<file path="src/rtl/pps_pkg.sv">
package pps_pkg;

  localparam int SEL_W       = 4;
  localparam int NUM_OUT_CNT = 10;
  localparam logic [SEL_W-1:0] SEL_ALL_OUT = SEL_W'(0);
  localparam logic [SEL_W-1:0] SEL_FBK     = SEL_W'(1);
  localparam logic [SEL_W-1:0] SEL_OUT0    = SEL_W'(2);
  localparam logic [SEL_W-1:0] SEL_MAX     = SEL_W'(2 + NUM_OUT_CNT - 1);

  typedef enum logic [2:0] {
    ST_IDLE  = 3'd0,
    ST_SETUP = 3'd1,
    ST_PULSE = 3'd2,
    ST_WFALL = 3'd3,
    ST_WRISE = 3'd4
  } pps_state_e;

  function automatic logic sel_legal(input logic [SEL_W-1:0] s);
    return (s <= SEL_MAX);
  endfunction

endpackage

</file>
<file path="src/rtl/pps_rst_sync.sv">
module pps_rst_sync #(
  parameter int STAGES = 2
) (
  input  logic clk,
  input  logic rst_n,
  output logic rst_sync_n
);
  logic [STAGES-1:0] chain_q;

  genvar gi;
  generate
    for (gi = 0; gi < STAGES; gi++) begin : g_stage
      if (gi == 0) begin : g_first
        always_ff @(posedge clk or negedge rst_n) begin
          if (!rst_n) chain_q[0] <= 1'b0;
          else        chain_q[0] <= 1'b1;
        end
      end else begin : g_next
        always_ff @(posedge clk or negedge rst_n) begin
          if (!rst_n) chain_q[gi] <= 1'b0;
          else        chain_q[gi] <= chain_q[gi-1];
        end
      end
    end
  endgenerate

  assign rst_sync_n = chain_q[STAGES-1];
endmodule

</file>
<file path="src/rtl/pps_pulse_gen.sv">
module pps_pulse_gen #(
  parameter int STEP_CYCLES = 2
) (
  input  logic clk,
  input  logic rst_n,
  input  logic fire,
  output logic step,
  output logic last
);
  localparam int EFF_CYC = (STEP_CYCLES < 2) ? 2 : STEP_CYCLES;
  localparam int PW_W    = $clog2(EFF_CYC);
  localparam logic [PW_W-1:0] LAST_IDX = PW_W'(EFF_CYC - 1);

  logic            step_q, step_d;
  logic [PW_W-1:0] cnt_q, cnt_d;

  assign last = step_q && (cnt_q == LAST_IDX);
  assign step = step_q;

  always_comb begin
    step_d = step_q;
    cnt_d  = cnt_q;
    if (fire) begin
      step_d = 1'b1;
      cnt_d  = '0;
    end else if (step_q) begin
      if (last) step_d = 1'b0;
      else      cnt_d  = cnt_q + PW_W'(1);
    end
  end

  always_ff @(posedge clk or negedge rst_n) begin
    if (!rst_n) begin
      step_q <= 1'b0;
      cnt_q  <= '0;
    end else begin
      step_q <= step_d;
      cnt_q  <= cnt_d;
    end
  end
endmodule

</file>
<file path="src/rtl/pps_wait_timer.sv">
module pps_wait_timer #(
  parameter int TO_W = 16
) (
  input  logic            clk,
  input  logic            rst_n,
  input  logic            clr,
  input  logic            en,
  input  logic [TO_W-1:0] limit,
  output logic            expired
);
  logic [TO_W-1:0] cnt_q, cnt_d;
  logic            cnt_sat;
  logic            cnt_en;

  assign cnt_sat = &cnt_q;
  assign cnt_en  = clr || (en && !cnt_sat);
  assign expired = en && (limit != '0) && (cnt_q >= (limit - TO_W'(1)));

  always_comb begin
    if (clr) cnt_d = '0;
    else     cnt_d = cnt_q + TO_W'(1);
  end

  always_ff @(posedge clk or negedge rst_n) begin
    if (!rst_n)      cnt_q <= '0;
    else if (cnt_en) cnt_q <= cnt_d;
  end
endmodule

</file>
<file path="src/rtl/pps_step_counter.sv">
module pps_step_counter #(
  parameter int CNT_W = 10
) (
  input  logic             clk,
  input  logic             rst_n,
  input  logic             load,
  input  logic [CNT_W-1:0] load_val,
  input  logic             dec,
  output logic             last
);
  logic [CNT_W-1:0] rem_q, rem_d;
  logic             rem_en;

  assign rem_en = load || dec;
  assign last   = (rem_q == CNT_W'(1));

  always_comb begin
    if (load) rem_d = load_val;
    else      rem_d = rem_q - CNT_W'(1);
  end

  always_ff @(posedge clk or negedge rst_n) begin
    if (!rst_n)      rem_q <= '0;
    else if (rem_en) rem_q <= rem_d;
  end
endmodule

</file>
<file path="src/rtl/pll_phase_stepper.sv">
module pll_phase_stepper #(
  parameter int CNT_W       = 10,
  parameter int TO_W        = 16,
  parameter int STEP_CYCLES = 2,
  parameter int SYNC_STAGES = 2
) (
  input  logic                     clk,
  input  logic                     rst_n,
  input  logic                     start,
  input  logic [pps_pkg::SEL_W-1:0] req_sel,
  input  logic                     req_up,
  input  logic [CNT_W-1:0]         req_steps,
  input  logic [TO_W-1:0]          timeout_lim,
  input  logic                     pll_phase_done,
  output logic                     ph_step,
  output logic                     ph_updown,
  output logic [pps_pkg::SEL_W-1:0] ph_sel,
  output logic                     busy,
  output logic                     done,
  output logic                     err_sel,
  output logic                     err_timeout
);
  import pps_pkg::*;

  logic rst_sync_n;

  pps_state_e       state_q, state_d;
  logic             busy_q, busy_d;
  logic             done_q, done_d;
  logic             esel_q, esel_d;
  logic             eto_q, eto_d;
  logic [SEL_W-1:0] sel_q;
  logic             up_q;

  logic ld_req;
  logic fire;
  logic tmr_clr;
  logic tmr_en;
  logic cnt_dec;
  logic pulse_last;
  logic step_w;
  logic tmr_exp;
  logic cnt_last;

  pps_rst_sync #(.STAGES(SYNC_STAGES)) u_rst (
    .clk        (clk),
    .rst_n      (rst_n),
    .rst_sync_n (rst_sync_n)
  );

  pps_pulse_gen #(.STEP_CYCLES(STEP_CYCLES)) u_pulse (
    .clk   (clk),
    .rst_n (rst_sync_n),
    .fire  (fire),
    .step  (step_w),
    .last  (pulse_last)
  );

  pps_wait_timer #(.TO_W(TO_W)) u_timer (
    .clk     (clk),
    .rst_n   (rst_sync_n),
    .clr     (tmr_clr),
    .en      (tmr_en),
    .limit   (timeout_lim),
    .expired (tmr_exp)
  );

  pps_step_counter #(.CNT_W(CNT_W)) u_count (
    .clk      (clk),
    .rst_n    (rst_sync_n),
    .load     (ld_req),
    .load_val (req_steps),
    .dec      (cnt_dec),
    .last     (cnt_last)
  );

  // next-state logic
  always_comb begin
    state_d = state_q;
    busy_d  = busy_q;
    done_d  = 1'b0;
    esel_d  = 1'b0;
    eto_d   = 1'b0;
    ld_req  = 1'b0;
    fire    = 1'b0;
    tmr_clr = 1'b0;
    tmr_en  = 1'b0;
    cnt_dec = 1'b0;
    unique case (state_q)
      ST_IDLE: begin
        if (start) begin
          if (!sel_legal(req_sel)) begin
            esel_d = 1'b1;
          end else if (req_steps == '0) begin
            done_d = 1'b1;
          end else begin
            ld_req  = 1'b1;
            busy_d  = 1'b1;
            state_d = ST_SETUP;
          end
        end
      end
      ST_SETUP: begin
        fire    = 1'b1;
        state_d = ST_PULSE;
      end
      ST_PULSE: begin
        if (pulse_last) begin
          tmr_clr = 1'b1;
          state_d = ST_WFALL;
        end
      end
      ST_WFALL: begin
        tmr_en = 1'b1;
        if (tmr_exp) begin
          eto_d   = 1'b1;
          busy_d  = 1'b0;
          state_d = ST_IDLE;
        end else if (!pll_phase_done) begin
          state_d = ST_WRISE;
        end
      end
      ST_WRISE: begin
        tmr_en = 1'b1;
        if (pll_phase_done) begin
          cnt_dec = 1'b1;
          if (cnt_last) begin
            done_d  = 1'b1;
            busy_d  = 1'b0;
            state_d = ST_IDLE;
          end else begin
            state_d = ST_SETUP;
          end
        end else if (tmr_exp) begin
          eto_d   = 1'b1;
          busy_d  = 1'b0;
          state_d = ST_IDLE;
        end
      end
      default: begin
        busy_d  = 1'b0;
        state_d = ST_IDLE;
      end
    endcase
  end

  // control registers
  always_ff @(posedge clk or negedge rst_sync_n) begin
    if (!rst_sync_n) begin
      state_q <= ST_IDLE;
      busy_q  <= 1'b0;
      done_q  <= 1'b0;
      esel_q  <= 1'b0;
      eto_q   <= 1'b0;
    end else begin
      state_q <= state_d;
      busy_q  <= busy_d;
      done_q  <= done_d;
      esel_q  <= esel_d;
      eto_q   <= eto_d;
    end
  end

  // request registers, loaded only on acceptance
  always_ff @(posedge clk or negedge rst_sync_n) begin
    if (!rst_sync_n) begin
      sel_q <= '0;
      up_q  <= 1'b0;
    end else if (ld_req) begin
      sel_q <= req_sel;
      up_q  <= req_up;
    end
  end

  assign ph_step     = step_w;
  assign ph_updown   = up_q;
  assign ph_sel      = sel_q;
  assign busy        = busy_q;
  assign done        = done_q;
  assign err_sel     = esel_q;
  assign err_timeout = eto_q;

endmodule

</file>
<file path="config.mk">
export PLATFORM = sky130hd
export DESIGN_NAME = pll_phase_stepper
export DESIGN_NICKNAME = d
export VERILOG_FILES = /design/src/rtl/pps_pkg.sv /design/src/rtl/pps_rst_sync.sv /design/src/rtl/pps_pulse_gen.sv /design/src/rtl/pps_wait_timer.sv /design/src/rtl/pps_step_counter.sv /design/src/rtl/pll_phase_stepper.sv
export SDC_FILE = /design/constraint.sdc
export NUM_CORES = 1
export LEC_CHECK = 0
export ABC_CLOCK_PERIOD_IN_PS = 1750
export BUFFER_PORTS_ARGS = -buffer_cell sky130_fd_sc_hd__buf_2
export CORE_AREA = 3 3 74 76
export DETAILED_ROUTE_END_ITERATION = 6
export DIE_AREA = 0 0 77 79
export HOLD_SLACK_MARGIN = 0.06
export PLACE_DENSITY_LB_ADDON = 0.25
export SYNTH_ARGS = -nofsm -noshare
export SYNTH_HDL_FRONTEND = slang
export SYNTH_SLANG_ARGS = --single-unit
</file>
<file path="constraint.sdc">
create_clock -name clk -period 1.75 [get_ports clk]
set_input_delay 0.2625 -clock clk [delete_from_list [all_inputs] [get_ports clk]]
set_output_delay 0.2625 -clock clk [all_outputs]
set_load 0.005 [all_outputs]
</file>
==> Yosys cells after proc, flatten, opt, wreduce, memory -nomap -nowiden <==
Index checks and enable logic that the tools add are counted.
{ "op_classes": {"n_bitwise": 1, "add_sub_neg": 4, "order_cmp": 2, "reduce_logical": 17, "n_eq_ne": 13, "n_mux": 47} }
{ "op_table": {"columns": ["cell", "count"], "rows": [
  ["1-bit two-way mux", 33],
  ["3-bit two-way mux", 8],
  ["16-bit by 1-bit adder with 16-bit output, second input constant", 1],
  ["16-bit >= comparator", 1],
  ["16-bit two-way mux", 1],
  ["16-bit AND reduction", 1],
  ["16-bit nonzero test", 1],
  ["16-bit by 1-bit subtractor with 16-bit output, second input constant", 1],
  ["3-bit case mux with 5 select lines", 1],
  ["10-bit by 1-bit equality test with 1-bit output, second input constant", 1],
  ["10-bit zero test", 1],
  ["10-bit two-way mux", 1],
  ["2-bit != test, second input constant", 5],
  ["10-bit by 1-bit subtractor with 10-bit output, second input constant", 1],
  ["3-bit != test, second input constant", 3],
  ["3-bit by 2-bit equality test with 1-bit output, second input constant", 2],
  ["6-bit AND reduction", 1],
  ["5-bit AND reduction", 1],
  ["4-bit <= comparator, second input constant", 1],
  ["1-bit logical AND", 4],
  ["1-bit case mux with 2 select lines", 2],
  ["1-bit case mux with 4 select lines", 1],
  ["2-bit OR reduction", 2],
  ["3-bit by 1-bit equality test with 1-bit output, second input constant", 1],
  ["8 further kinds", 9]
]} }
{ "word_totals": {"elab_cells": 97, "regBits": 42, "in_bits": 35} }

==> Depth between registers and ports, before layout <==
Gate-level depths: netlist (run 1).
{ "logic_depth": {"word_depth": 8, "mapped_depth": 12} }

==> Hierarchy <==
Synthesis (run 1) repeated with hierarchy kept, for this count alone.
{ "unflattened": {"cells_unflattened": 299, "hier_area_um2": 2787.7} }
{ "modules_own_cells": {"columns": ["mod", "area_per_inst_um2", "n_inst", "cells_per_inst", "seq_area_each_um2"], "rows": [
  ["pps_wait_timer", 1481.4, 1, 167, 400.4],
  ["pll_phase_stepper", 605.6, 1, 58, 300.3],
  ["pps_step_counter", 570.5, 1, 64, 250.2],
  ["pps_pulse_gen", 76.3, 1, 7, 50.0],
  ["pps_rst_sync", 53.8, 1, 3, 50.0]
]} }

==> Worst setup path after synthesis (run 1) <==
OpenSTA, ideal clock, no wires.
{ "synth_path": {"path_type": "input to register", "from": "in timeout_lim[2]", "to": "reg state_q[2]", "cell_stages": 11, "required_time_ns": 1.627, "path_buffers": 0, "path_slack_ns": -1.689, "arrival_time_ns": 3.316, "path_cell_list": "or3_4 or4_4 or3_4 or3_1 xor2_1 ha_1 nand4_1 a211o_1 o32a_1 a211o_1 o221a_1"} }
{ "synth_between": {"elab_chain_len": 5} }
{ "synth_rtl": {"columns": ["element", "line_no", "source"], "rows": [
  ["start: declaration", "pll_phase_stepper.sv:13", "input logic [TO_W-1:0] timeout_lim,"],
  ["16-bit by 1-bit subtractor with 16-bit output / 16-bit nonzero test (equally long branches)", "pps_wait_timer.sv:17", "assign expired = en && (limit != '0) && (cnt_q >= (limit - TO_W'(1)));"],
  ["16-bit >= comparator / 1-bit logical AND (equally long branches)", "pps_wait_timer.sv:17", null],
  ["1-bit logical AND *", "pps_wait_timer.sv:17", null],
  ["3-bit != test (no source line) / 3-bit two-way mux (equally long branches)", null, null],
  ["6-bit AND reduction (no source line) / 3-bit case mux with 5 select lines (equally long branches)", null, null],
  ["end signal: assignment", "pll_phase_stepper.sv:156", "state_q <= state_d;"],
  ["end: declaration", "pll_phase_stepper.sv:27", "pps_state_e state_q, state_d;"]
]} }
Mark *: on every way between the ends. The rest lies on a longest branch, timed or not.
A chain may end at the register's enable or synchronous reset.

==> Final worst setup path (run 1) <==
{ "layout_path": {"from": "in timeout_lim[2]", "to": "reg busy_q, in the netlist busy"} }
{ "layout_between": {"elab_chain_len": 6} }
{ "layout_rtl": {"columns": ["element", "line_no", "source"], "rows": [
  ["16-bit by 1-bit subtractor with 16-bit output / 16-bit nonzero test (equally long branches)", "pps_wait_timer.sv:17", null],
  ["16-bit >= comparator / 1-bit logical AND (equally long branches)", "pps_wait_timer.sv:17", null],
  ["1-bit logical AND *", "pps_wait_timer.sv:17", null],
  ["1-bit two-way mux *", null, null],
  ["1-bit two-way mux", null, null],
  ["1-bit case mux with 4 select lines *", null, null],
  ["end signal: assignment", "pll_phase_stepper.sv:157", "busy_q <= busy_d;"],
  ["end: declaration", "pll_phase_stepper.sv:28", "logic busy_q, busy_d;"]
]} }
Marked as above.

==> results of run 1 <==
[metal layers]
metal  vias up  global-route usage  part of all wire
met5         -                   0                 0
met3       113              0.0544             0.092
met4         0               0.142             0.079
met2       337               0.497              0.48
li1       1450                   -                 -
met1      1726               0.347              0.35
[state kept, by name, indices dropped and copies added, names as in the netlist, 3 cells and up]
register	count
state_q	3
ph_sel	4
u_count.rem_q	10
u_timer.cnt_q	16
[synthesized netlist by cell type (all sizes together) (2+ instances only)]
master	instances
a21oi	15
ha	20
or4	8
o22ai	3
o311ai	2
nand4	6
dfrtp	42
nor2	30
clkbuf	8
a211o	2
xnor2	18
o211ai	4
nor3b	3
o32ai	2
o32a	2
a21o	4
and3	2
nor3	10
nand3	10
and2	2
nand2b	3
or2	3
xor2	5
nand2	37
or3	9
nor4bb	2
o21ai	12
nor4	8
inv	14
o2111ai	2
a211oi	6
a221o	3
[how the worst max path moves through the flow]
stage                                  end      startpoint  slack (ns)
floorplan           state_q[2]$_DFFE_PN0P_  timeout_lim[2]       -1.65
global placement    state_q[2]$_DFFE_PN0P_  timeout_lim[2]       -1.74
detailed placement  state_q[2]$_DFFE_PN0P_  timeout_lim[2]       -1.87
CTS                 state_q[2]$_DFFE_PN0P_  timeout_lim[2]       -1.48
global route              busy$_DFFE_PN0P_  timeout_lim[2]       -1.75
finish                    busy$_DFFE_PN0P_  timeout_lim[2]       -1.68
[kinds of logic (layout without fill, tap and decap cells)]
logic type,after synthesis,in the layout,synth area share
and+or+nand+nor,137,139,0.264
other,1,2,0.00135
AOI/OAI and AO/OA,64,64,0.160
buffers and inverters,23,178,0.0316
xor gates and xnor gates,23,23,0.0727
adders and majority gates,20,20,0.0903
DFF,42,42,0.379
[cell type report]
class | count | share of cell area
clock inverter | 1 | 0.00113
timing repair buffer | 156 | 0.264
clock buffer | 7 | 0.0195
antenna | 1 | 0.000567
inverter | 14 | 0.0119
tap | 67 | 0.0190
sequential | 42 | 0.238
multi-input combinational | 247 | 0.445
[report_power, final]
group / internal (mW) / total [mW] / switching (mW)
clock: 0.319 / 0.692 / 0.373
sequential: 1.26 / 1.54 / 0.287
combinational: 1.32 / 2.71 / 1.39
total: 2.90 / 4.95 / 2.05
[timing repair]
action | CTS | global route
endpoints found under the hold margin | 2 | 0
gates resized for setup | 24 | 63
pin swaps | 9 | 26
hold buffers | 1 | 0
setup buffers | 6 | 21
setup endpoints to repair | 17 | 34
cloned | 2 | 0
[through the flow]
step / worst slack, ns / utilization
2_1_floorplan: -1.65 / -
3_3_place_gp: -1.74 / 0.775
3_5_place_dp: -1.87 / 0.775
4_1_cts: -1.48 / 0.832
5_1_grt: -1.75 / 0.923
6_report: -1.68 / 0.923
==> summary.md, run 1 <==
| Metric | Value |
|---|---|
| First-pass GRT wire length | `roughly 14000 um` |
| Final nets | `roughly 520` |
| Clock tree from TritonCTS | `built` |
| Most area-consuming cells after synthesis | `sky130_fd_sc_hd__dfrtp_1 38%, sky130_fd_sc_hd__ha_1 9.0%, sky130_fd_sc_hd__xnor2_1 5.7%` |
| Fraction of final layout cells sized beyond drive strength 1 | `0.475` |
| Distinct cell type count after synthesis | `between 40 and 50` |
| Signed area change from the synthesized netlist to the final layout | `59.4%` |
| Worst Setup Path Type | `input pin to flip-flop` |
| Clock period minus worst slack | `about 3.4 ns` |
| Wire length per cell | `roughly 24 um` |
| Number of failing setup endpoints in the final timing report | `36` |
| Final GP Congestion | `between 0.8 and 0.9` |
| Layout fillers | `152` |
| Largest net degree at the start of global routing | `35` |
| Worst VDD drop | `1130 uV` |
| Placed Cells | `approximately 500` |
| Buffer and inverter count on the worst path | `4` |
| Vias per inst | `6.78` |
| Top-level I/O count | `45` |
| CP max stage delay | `around 0.43 ns` |
| Number of core rows | `25` |
| Flop and latch count out of synthesis | `42` |
| Period utilization | `1.96` |
| Area of the multi-input gates | `1970 sq um` |
| Chip height | `79 um` |
| Commonest cells after routing, fill and taps aside | `89 x sky130_fd_sc_hd__buf_4, 42 x sky130_fd_sc_hd__buf_2, 41 x sky130_fd_sc_hd__dfrtp_1` |
| Largest delay contributor family on the critical path | `simple AND/OR/NAND/NOR gates` |
| Cell type contributing the most total cell area after synthesis | `sky130_fd_sc_hd__dfrtp_1` |
| TritonCTS Buffers | `5` |
| Number of global-route vias before repair | `~3100` |
| Level count of the clock H-tree | `2` |
| Outcome | `finished with violations` |
| Sum of negative setup slack | `-11.60 ns` |
| Mean instance size in the synthesized netlist | `about 8.9 sq um` |
| Sequential cell area | `1050 sq um` |
| 1st-pass router iterations | `5` |
| CTS root buf | `sky130_fd_sc_hd__clkbuf_8` |
| Highest Clock Rate | `approximately 300 MHz` |
| Post-detail-place hpwl | `about 5800 um` |
| Max Fanout on Critical Path | `4` |
| Category of the worst setup path launch point | `input pin` |
| Die X-Extent | `around 77 um` |
| Number of port buffers | `44` |
| Synthesized area | `~2800 sq um` |
| CORE AREA | `~4800 sq um` |
| Power density normalized to cell area | `1120 nW/um^2` |
| CTS max path bufs | `2` |
| Final cell area excluding filler cells | `roughly 4400 sq um` |
| Total DRC errors in the routed layout | `0` |
| Total routing resource utilization after global routing | `0.288` |
| First-iteration detailed-routing DRC count | `roughly 490` |
| Hold slack | `~0.14 ns` |
| Top_reg_cell synth | `sky130_fd_sc_hd__dfrtp_1` |
| Die outline area | `slightly above 6000 sq um` |
| Required time of the worst setup path | `1.94 ns` |
| Number of cells on the worst reg-to-reg path | `8` |
| Number of nets still failing antenna checks after routing | `0` |
| Total wire length | `roughly 13000 um` |
| Clock Sink Count | `42` |
| Top cell by count, worst path | `sky130_fd_sc_hd__buf_4` |
| Most frequent standard cell in the layout excluding fill and tap cells | `sky130_fd_sc_hd__buf_4` |
| Number of antenna violations at the first check in global routing | `1` |
| Start of the worst register-to-register path | `u_timer.cnt_q[0]$_DFFE_PN0P_` |
| Worst R2R Setup Slack | `-0.64 ns` |
| Fin. max-slew vios | `0` |
| Cell with the largest stage delay on the worst path | `sky130_fd_sc_hd__or4_4` |
| Leakage | `around 2.0 nW` |
| Async S/R FF share, synth | `1.00` |
| Violated checks | `setup timing` |
| Kind of path behind the tightest hold check | `flip-flop to asynchronous set/reset pin` |
| Grt total ovfl | `0` |
| Critical R2R Capture | `state_q[0]$_DFFE_PN0P_` |
| Post-synth net total | `approximately 370` |
| Setup repair after global routing missed its margin | `true` |
| Power Total | `4.95 mW` |
| Synthesized instance count | `between 300 and 400` |
| DR vias | `between 3000 and 4000` |
| Initial cell density of the core | `0.579` |
| CTS clock-pin slew for the worst setup and hold paths | `0.08 ns` |
| WP depth | `14` |
| Final-report hold violation count | `0` |
| Number of cells in the finished layout apart from fillers | `around 540` |
| Least setup slack across all paths after layout | `-1.68 ns` |
| Critical path cell sequence | `buf_6 -> or3_4 -> or4_4 -> or3_4 -> buf_4 -> buf_4 -> xor2_1 -> ha_1 -> nand4_1 -> a211o_1 -> o32a_1 -> buf_4 -> a211oi_2 -> nor2_1` |
| Worst skew pair latency | `a little over 0.3 ns` |
| Critical path capture point type | `flip-flop` |
| Data arrival time of the worst path | `between 3 and 4 ns` |
| Clock skew | `0.00475 ns` |
| Post-place instance area | `roughly 3700 sq um` |
| Count of synthesis-stage warnings from yosys | `0` |
| Post-synthesis sequential area ratio | `0.379` |
| Max cap viols | `0` |
| EDFF count, synth | `0` |
| Proportion of netlist area held by the largest area contributor | `0.379` |
Note: power is estimated with default switching activity, not from simulation.
==> inputs of run 2 (changes only) <==
ABC_AREA = 1   (was not set)
CORE_AREA = 3 3 77 79   (was 3 3 74 76)
DIE_AREA = 0 0 80 82   (was 0 0 77 79)
==> run 2 against run 1 <==
Against the previous run:
- the flow still finishes with violations (setup timing)
- count of clock-buffer cells in the layout down 1
- synthesized cell count up 30%
- first-iteration DRC count shrank 65%
- worst hold slack gained 0.015 ns
- final cell count increased by 5.6%
- synthesized area increased by 9.0%
- largest power group unchanged
==> summary.md, run 2 <==
| Metric | Value |
|---|---|
| Outcome | `finished with violations` |
| Violated checks | `setup timing` |
| CORE AREA | `5410 sq um (+13%)` |
| CP max stage delay | `0.28 ns (-0.15 ns)` |
| Top-level I/O count | `45 (unchanged)` |
| Critical path capture point type | `flip-flop` |
| Level count of the clock H-tree | `2 (unchanged)` |
| Most area-consuming cells after synthesis | `sky130_fd_sc_hd__dfrtp_1 35%, sky130_fd_sc_hd__nand2_1 12%, sky130_fd_sc_hd__ha_1 8.3%` |
| CTS clock-pin slew for the worst setup and hold paths | `0.09 ns (about the same)` |
| Setup repair after global routing missed its margin | `true` |
| Die outline area | `6560 sq um (+7.8%)` |
| Flip-flop count of the largest register after layout | `16 (unchanged)` |
| Least setup slack across all paths after layout | `-0.510 ns (+1.17 ns)` |
| Mean instance size in the synthesized netlist | `7.47 sq um (-16%)` |
| Count of synthesis-stage warnings from yosys | `0 (unchanged)` |
| Max cap viols | `0 (unchanged)` |
| Grt total ovfl | `0 (unchanged)` |
| Final cell area excluding filler cells | `3890 sq um (-12%)` |
| Clock Sink Count | `42 (unchanged)` |
| Kind of path behind the tightest hold check | `input pin to flip-flop` |
| Tightest Pin Transition | `0.518 ns` |
| Die X-Extent | `80 um (+3.9%)` |
| Worst VDD drop | `966 uV (-15%)` |
| Leading post-synthesis cells by instance count | `98 x sky130_fd_sc_hd__nand2_1, 60 x sky130_fd_sc_hd__inv_1, 42 x sky130_fd_sc_hd__dfrtp_1, 34 x sky130_fd_sc_hd__nor2_1, 23 x sky130_fd_sc_hd__a21oi_1` |
| TritonCTS Buffers | `5 (unchanged)` |
| Total wire length | `7190 um (-43%)` |
| Proportion of netlist area held by the largest area contributor | `0.348 (-0.0313)` |
| Worst skew pair latency | `0.30 ns (about the same)` |
| Clock period minus worst slack | `2.26 ns (-1.17 ns)` |
| Synthesized instance count | `404 (+30%)` |
| Initial cell density of the core | `0.559 (-0.0203)` |
| 1st-pass router iterations | `4 (-1)` |
| Number of nets still failing antenna checks after routing | `0 (unchanged)` |
| Commonest cells after routing, fill and taps aside | `94 x sky130_fd_sc_hd__nand2_1, 60 x sky130_fd_sc_hd__inv_1, 42 x sky130_fd_sc_hd__dfrtp_1, 42 x sky130_fd_sc_hd__buf_2, 40 x sky130_fd_sc_hd__buf_4` |
| Sum of negative setup slack | `-2.34 ns (+9.26 ns)` |
| Max Fanout on Critical Path | `5 (+1)` |
| Period utilization | `1.29 (-0.670)` |
| Post-synth net total | `459 (+26%)` |
| Worst Min Path Start | `req_sel[1]` |
| Number of global-route vias before repair | `2882 (-6.1%)` |
| Cell with the most instances after synthesis | `sky130_fd_sc_hd__nand2_1` |
| Clock tree from TritonCTS | `built` |
| Most frequent standard cell in the layout excluding fill and tap cells | `sky130_fd_sc_hd__nand2_1` |
| Leakage | `2.06 nW (+1.4%)` |
| Final nets | `547 (+5.0%)` |
| CTS max path bufs | `2 (unchanged)` |
| Worst relative slew slack | `0.654` |
| Total routing resource utilization after global routing | `0.230 (-0.0577)` |
| First-iteration detailed-routing DRC count | `170 (-65%)` |
| Power Total | `4.74 mW (-4.1%)` |
| Category of the worst setup path launch point | `input pin` |
| Number of failing setup endpoints in the final timing report | `5 (-86%)` |
| Number of core rows | `27 (+8.0%)` |
| Required time of the worst setup path | `1.95 ns (about the same)` |
| Power density normalized to cell area | `1220 nW/um^2 (+9.0%)` |
| Total DRC errors in the routed layout | `0 (unchanged)` |
| CTS root buf | `sky130_fd_sc_hd__clkbuf_8` |
| Flop and latch count out of synthesis | `42 (unchanged)` |
| Fraction of final layout cells sized beyond drive strength 1 | `0.292 (-0.183)` |
| Top_reg_cell synth | `sky130_fd_sc_hd__dfrtp_1` |
| Launching instance or port of the critical path | `timeout_lim[1]` |
| Highest Clock Rate | `442 MHz (+52%)` |
| Start of the worst register-to-register path | `u_timer.cnt_q[0]$_DFFE_PN0P_` |
| DR vias | `2997 (-17%)` |
| Worst R2R Setup Slack | `0.02 ns (+0.66 ns)` |
| Wire length per cell | `12.7 um (-46%)` |
| Data arrival time of the worst path | `2.46 ns (-1.16 ns)` |
| Final-report hold violation count | `0 (unchanged)` |
| Fin. max-slew vios | `0 (unchanged)` |
| Register bank with the most flops | `u_timer.cnt_q` |
| Hold slack | `0.157 ns (+0.0152 ns)` |
| Number of port buffers | `44 (unchanged)` |
| Cell with the largest stage delay on the worst path | `sky130_fd_sc_hd__ha_1` |
| Clock skew | `0.0101 ns (+0.00531 ns)` |
| First-pass GRT wire length | `12200 um (-13%)` |
| Vias per inst | `5.30 (-22%)` |
| Distinct cell type count after synthesis | `37 (-24%)` |
| Post-detail-place hpwl | `5430 um (-6.6%)` |
| EDFF count, synth | `0 (unchanged)` |
| Placement Setup Slack | `-0.861 ns (+1.01 ns)` |
| Async S/R FF share, synth | `1.00 (unchanged)` |
| Signed area change from the synthesized netlist to the final layout | `28.7%` |
| Number of antenna violations at the first check in global routing | `0 (-1)` |
| Final GP Congestion | `0.854 (-0.21%)` |
| Total inserted antenna cells | `0 (-1)` |
| Worst Setup Path Type | `input pin to flip-flop` |
| Cell type contributing the most total cell area after synthesis | `sky130_fd_sc_hd__dfrtp_1` |
| Synthesized area | `3020 sq um (+9.0%)` |
| Post-place instance area | `3590 sq um (-3.2%)` |
| Critical path cell sequence | `buf_6 -> or2_4 -> nor2_4 -> nand3b_4 -> nor2_4 -> nand3b_4 -> nor3_4 -> xnor2_2 -> ha_1 -> a21oi_2 -> o21ai_1 -> a21oi_1 -> nand2_2 -> nand2_4 -> nand2_2 -> nand3_2 -> o21ai_1` |
| Largest net degree at the start of global routing | `16 (-54%)` |
| Post-synthesis sequential area ratio | `0.348 (-0.0313)` |
| Chip height | `82 um (+3.8%)` |
[run 2: power breakdown]
| group | switching [mW] | total, mW | leakage, nW | internal (mW) |
|---|---|---|---|---|
| Combinational | 1.37 | 2.29 | 1.47 | 0.923 |
| Clock | 0.351 | 0.777 | 0.0514 | 0.426 |
| Sequential | 0.340 | 1.68 | 0.536 | 1.34 |
| Total | 2.06 | 4.74 | 2.06 | 2.69 |
[run 2: metal layers]
layer  wire, um  part of all wire  global-route usage
met4        100             0.014              0.0625
met1       3200              0.44               0.301
met5          0                 0                   0
met3        317             0.044              0.0340
met2       3580              0.50               0.399
[run 2: path summary, 6_finish.rpt]
| path | endpoint | depth (start not counted) |
|---|---|---|
| max | state_q[0]$_DFFE_PN0P_ | 17 |
| min | ph_sel[1]$_DFFE_PN0P_ | 3 |
| max reg2reg | state_q[2]$_DFFE_PN0P_ | 12 |
| min reg2reg | u_timer.cnt_q[12]$_DFFE_PN0P_ | 0 |
| max in group asynchronous | ph_sel[0]$_DFFE_PN0P_ | 1 |
| min in group asynchronous | u_timer.cnt_q[12]$_DFFE_PN0P_ | 0 |
[run 2: kinds of logic after synthesis]
kind of cell / after synthesis / synth area share
and+or+nand+nor: 200 / 0.324
buffers and inverters: 67 / 0.0845
AOI/OAI and AO/OA: 55 / 0.104
DFF: 42 / 0.348
adders and majority gates: 20 / 0.0829
xor gates and xnor gates: 19 / 0.0551
other: 1 / 0.00124
[run 2: what timing repair did]
action	in CTS	in global routing
setup endpoints to repair	6	16
hold buffers	1	0
buffers inserted	2	2
pin swaps	2	7
resized for setup	9	26
gates cloned	0	0
hold endpoints to repair	2	0
[run 2: critical path, delay by kind of cell]
kind,cells,cell delay [ns]
adders and majority gates,1,0.28
AOI/OAI and AO/OA,4,0.43
buffers and inverters,1,0.09
xor gates and xnor gates,1,0.14
and+or+nand+nor,10,1.26
[run 2: area by class of cell]
class	instances	area [sq um]
multi-input combinational	295	1860
fill	437	1520
sequential	42	1050
timing repair buffer	85	543
inverter	63	236
tap	72	90.1
clock buffer	6	72.6
clock inverter	2	37.5
[run 2: per-stage QoR]
stage / instances / util
finish: 565 / 0.719
global route: 565 / 0.719
CTS: 563 / 0.697
detailed placement: 552 / 0.664
global placement: 552 / 0.664
floorplan: 404 / -
==> inputs of run 3 (changes only) <==
SKIP_LAST_GASP = 1   (was not set)
==> run 3 against run 2 <==
Against the previous run:
- the flow still finishes with violations (setup timing)
- core utilization shrank 0.14 points
- global-route usage about the same
- final cell count unchanged
- worst setup slack lost 0.035 ns
- final area shrank 0.19%
- total power down 0.40%
- worst hold slack barely moved
- via count decreased by 1.4%
- sequential cell count unchanged
- largest cell class unchanged
- largest power group unchanged
- highest routed layer unchanged
==> summary.md, run 3 (synthesis gave the netlist of run 2 again) <==
| Metric | Value |
|---|---|
| Final GP Congestion | `0.854 (unchanged)` |
| Top-level I/O count | `45 (unchanged)` |
| Period utilization | `1.31 (+0.0200)` |
| Max Fanout on Critical Path | `5 (unchanged)` |
| Final-report hold violation count | `0 (unchanged)` |
| Number of global-route vias before repair | `2873 (-0.31%)` |
| 1st-pass router iterations | `4 (unchanged)` |
| Placed Cells | `552 (unchanged)` |
| CTS clock-pin slew for the worst setup and hold paths | `0.08 ns (about the same)` |
| DR vias | `2956 (-1.4%)` |
| Tightest Pin Transition | `0.514 ns (-0.00446 ns)` |
| Chip height | `82 um (unchanged)` |
| Clock tree from TritonCTS | `built` |
| Initial cell density of the core | `0.559 (unchanged)` |
| Clock Sink Count | `42 (unchanged)` |
| Critical path capture point type | `flip-flop` |
| Wire length on met1 | `3200 um (about the same)` |
| Die outline area | `6560 sq um (unchanged)` |
| Signed area change from the synthesized netlist to the final layout | `28.5%` |
| Highest Clock Rate | `436 MHz (-1.5%)` |
| Fin. max-slew vios | `0 (unchanged)` |
| Level count of the clock H-tree | `2 (unchanged)` |
| Setup repair after global routing missed its margin | `true` |
| Power density normalized to cell area | `1220 nW/um^2 (-0.21%)` |
| Power Total | `4.72 mW (-0.40%)` |
| Number of nets still failing antenna checks after routing | `0 (unchanged)` |
| Commonest cells after routing, fill and taps aside | `95 x sky130_fd_sc_hd__nand2_1, 60 x sky130_fd_sc_hd__inv_1, 42 x sky130_fd_sc_hd__dfrtp_1, 42 x sky130_fd_sc_hd__buf_2, 40 x sky130_fd_sc_hd__buf_4` |
| Met3 WL post-DR | `351 um (+11%)` |
| Number of failing setup endpoints in the final timing report | `5 (unchanged)` |
| Final nets | `547 (unchanged)` |
| Clock skew | `0.00779 ns (-0.00227 ns)` |
| Die X-Extent | `80 um (unchanged)` |
| Start of the worst register-to-register path | `u_timer.cnt_q[0]$_DFFE_PN0P_` |
| Grt total ovfl | `0 (unchanged)` |
| Hold slack | `0.157 ns (-0.000183 ns)` |
| Fraction of final layout cells sized beyond drive strength 1 | `0.288 (-0.00406)` |
| TritonCTS Buffers | `5 (unchanged)` |
| CTS max path bufs | `2 (unchanged)` |
| Launching instance or port of the critical path | `timeout_lim[1]` |
| Number of port buffers | `44 (unchanged)` |
| Kind of path behind the tightest hold check | `input pin to flip-flop` |
| Violated checks | `setup timing` |
| Routed length on met2 | `3580 um (+0.14%)` |
| Worst R2R Setup Slack | `-0.02 ns (-0.04 ns)` |
| Register bank with the most flops | `u_timer.cnt_q` |
| CTS root buf | `sky130_fd_sc_hd__clkbuf_8` |
| Worst Setup Path Type | `input pin to flip-flop` |
| First-pass GRT wire length | `12100 um (-0.16%)` |
| Post-detail-place hpwl | `5430 um (unchanged)` |
| Max Used Layer | `met4` |
| Most frequent standard cell in the layout excluding fill and tap cells | `sky130_fd_sc_hd__nand2_1` |
| Flip-flop count of the largest register after layout | `16 (unchanged)` |
| Total DRC errors in the routed layout | `0 (unchanged)` |
| Clock period minus worst slack | `2.30 ns (+0.0350 ns)` |
| Sequential cell area | `1050 sq um (unchanged)` |
| Category of the worst setup path launch point | `input pin` |
| Worst relative slew slack | `0.657 (+0.00297)` |
| Area of the multi-input gates | `1850 sq um (-0.40%)` |
| Leakage | `2.06 nW (about the same)` |
| Data arrival time of the worst path | `2.54 ns (+0.08 ns)` |
| Outcome | `finished with violations` |
| Max cap viols | `0 (unchanged)` |
| Least setup slack across all paths after layout | `-0.545 ns (-0.0350 ns)` |
| Worst Min Path Start | `req_sel[1]` |
| Layout fillers | `433 (-0.92%)` |
| Number of cells in the finished layout apart from fillers | `565 (unchanged)` |
| Required time of the worst setup path | `1.99 ns (+0.04 ns)` |
| Total inserted antenna cells | `0 (unchanged)` |
| Worst skew pair latency | `0.30 ns (about the same)` |
| First-iteration detailed-routing DRC count | `181 (+6.5%)` |
| Largest net degree at the start of global routing | `16 (unchanged)` |
| Total wire length | `7210 um (+0.15%)` |
| Worst VDD drop | `961 uV (-0.59%)` |
| CORE AREA | `5410 sq um (unchanged)` |
| Wire length per cell | `12.8 um (+0.15%)` |
| Number of antenna violations at the first check in global routing | `0 (unchanged)` |
| Total routing resource utilization after global routing | `0.230 (-0.000234)` |
| Number of core rows | `27 (unchanged)` |
| Vias per inst | `5.23 (-1.4%)` |
[run 3: cell count changes in the layout (fill, tap and decap cells not counted)]
cell	change
sky130_fd_sc_hd__nand2_1	+1
sky130_fd_sc_hd__nand2_2	-1
sky130_fd_sc_hd__nand3_1	+1
sky130_fd_sc_hd__nand3_2	-1
sky130_fd_sc_hd__o21ai_0	+1
sky130_fd_sc_hd__o21ai_1	-1
[run 3: per-layer routing]
layer | global-route usage | vias to the layer above
met5 | 0 | -
met1 | 0.301 | 1379
li1 | - | 1487
met2 | 0.398 | 80
met4 | 0.0625 | 0
met3 | 0.0340 | 10
[run 3: power breakdown]
| group | switching, mW | total, mW | internal (mW) |
|---|---|---|---|
| sequential | 0.339 | 1.68 | 1.34 |
| clock | 0.345 | 0.771 | 0.426 |
| combinational | 1.36 | 2.28 | 0.919 |
[run 3: critical path, cell delays in order]
cell	delay, ns
sky130_fd_sc_hd__buf_6	0.09
sky130_fd_sc_hd__or2_4	0.24
sky130_fd_sc_hd__nor2_4	0.11
sky130_fd_sc_hd__nand3b_4	0.10
sky130_fd_sc_hd__nor2_4	0.13
sky130_fd_sc_hd__nand3b_4	0.14
sky130_fd_sc_hd__nor2_4	0.11
sky130_fd_sc_hd__nand2_1	0.05
sky130_fd_sc_hd__nand2_1	0.07
sky130_fd_sc_hd__inv_1	0.04
sky130_fd_sc_hd__ha_1	0.30
sky130_fd_sc_hd__nand2_1	0.10
sky130_fd_sc_hd__nor3_1	0.19
sky130_fd_sc_hd__nand2_1	0.07
sky130_fd_sc_hd__nand2_1	0.13
sky130_fd_sc_hd__nand2_4	0.10
sky130_fd_sc_hd__a21oi_4	0.15
sky130_fd_sc_hd__nand3_1	0.09
sky130_fd_sc_hd__nand2_1	0.07
[run 3: through the flow]
step,setup TNS [ns],cell area (sq um),utilization,setup WS [ns]
floorplan,-2.41,3030,-,-0.528
global placement,-3.75,3590,0.664,-0.786
detailed placement,-4.09,3590,0.664,-0.861
CTS,-2.55,3770,0.697,-0.547
global route,-3.47,3880,0.718,-0.723
finish,-2.45,3880,0.718,-0.545
[run 3: layout make-up]
class,count,share of cell area
repair buffers,85,0.140
clock inverters,2,0.00968
multi-input cells,295,0.476
well taps,72,0.0232
flip-flops and latches,42,0.271
clock buffers,6,0.0187
inverters,63,0.0610
[run 3: final timing paths]
kind                                                  to  cells after the start
max in group asynchronous          ph_sel[0]$_DFFE_PN0P_                      1
min in group asynchronous  u_timer.cnt_q[12]$_DFFE_PN0P_                      0
setup / recovery                  state_q[2]$_DFFE_PN0P_                     19
setup reg to reg                  state_q[2]$_DFFE_PN0P_                     12
hold / removal                     ph_sel[1]$_DFFE_PN0P_                      3
hold reg to reg            u_timer.cnt_q[12]$_DFFE_PN0P_                      0
[run 3: what timing repair did]
action / 4_1_cts / 5_1_grt
hold endpoints to repair: 2 / 0
gates resized for setup: 8 / 24
pin swaps: 2 / 6
buffers inserted: 2 / 2
setup endpoints to repair: 6 / 16
hold buffers: 1 / 0
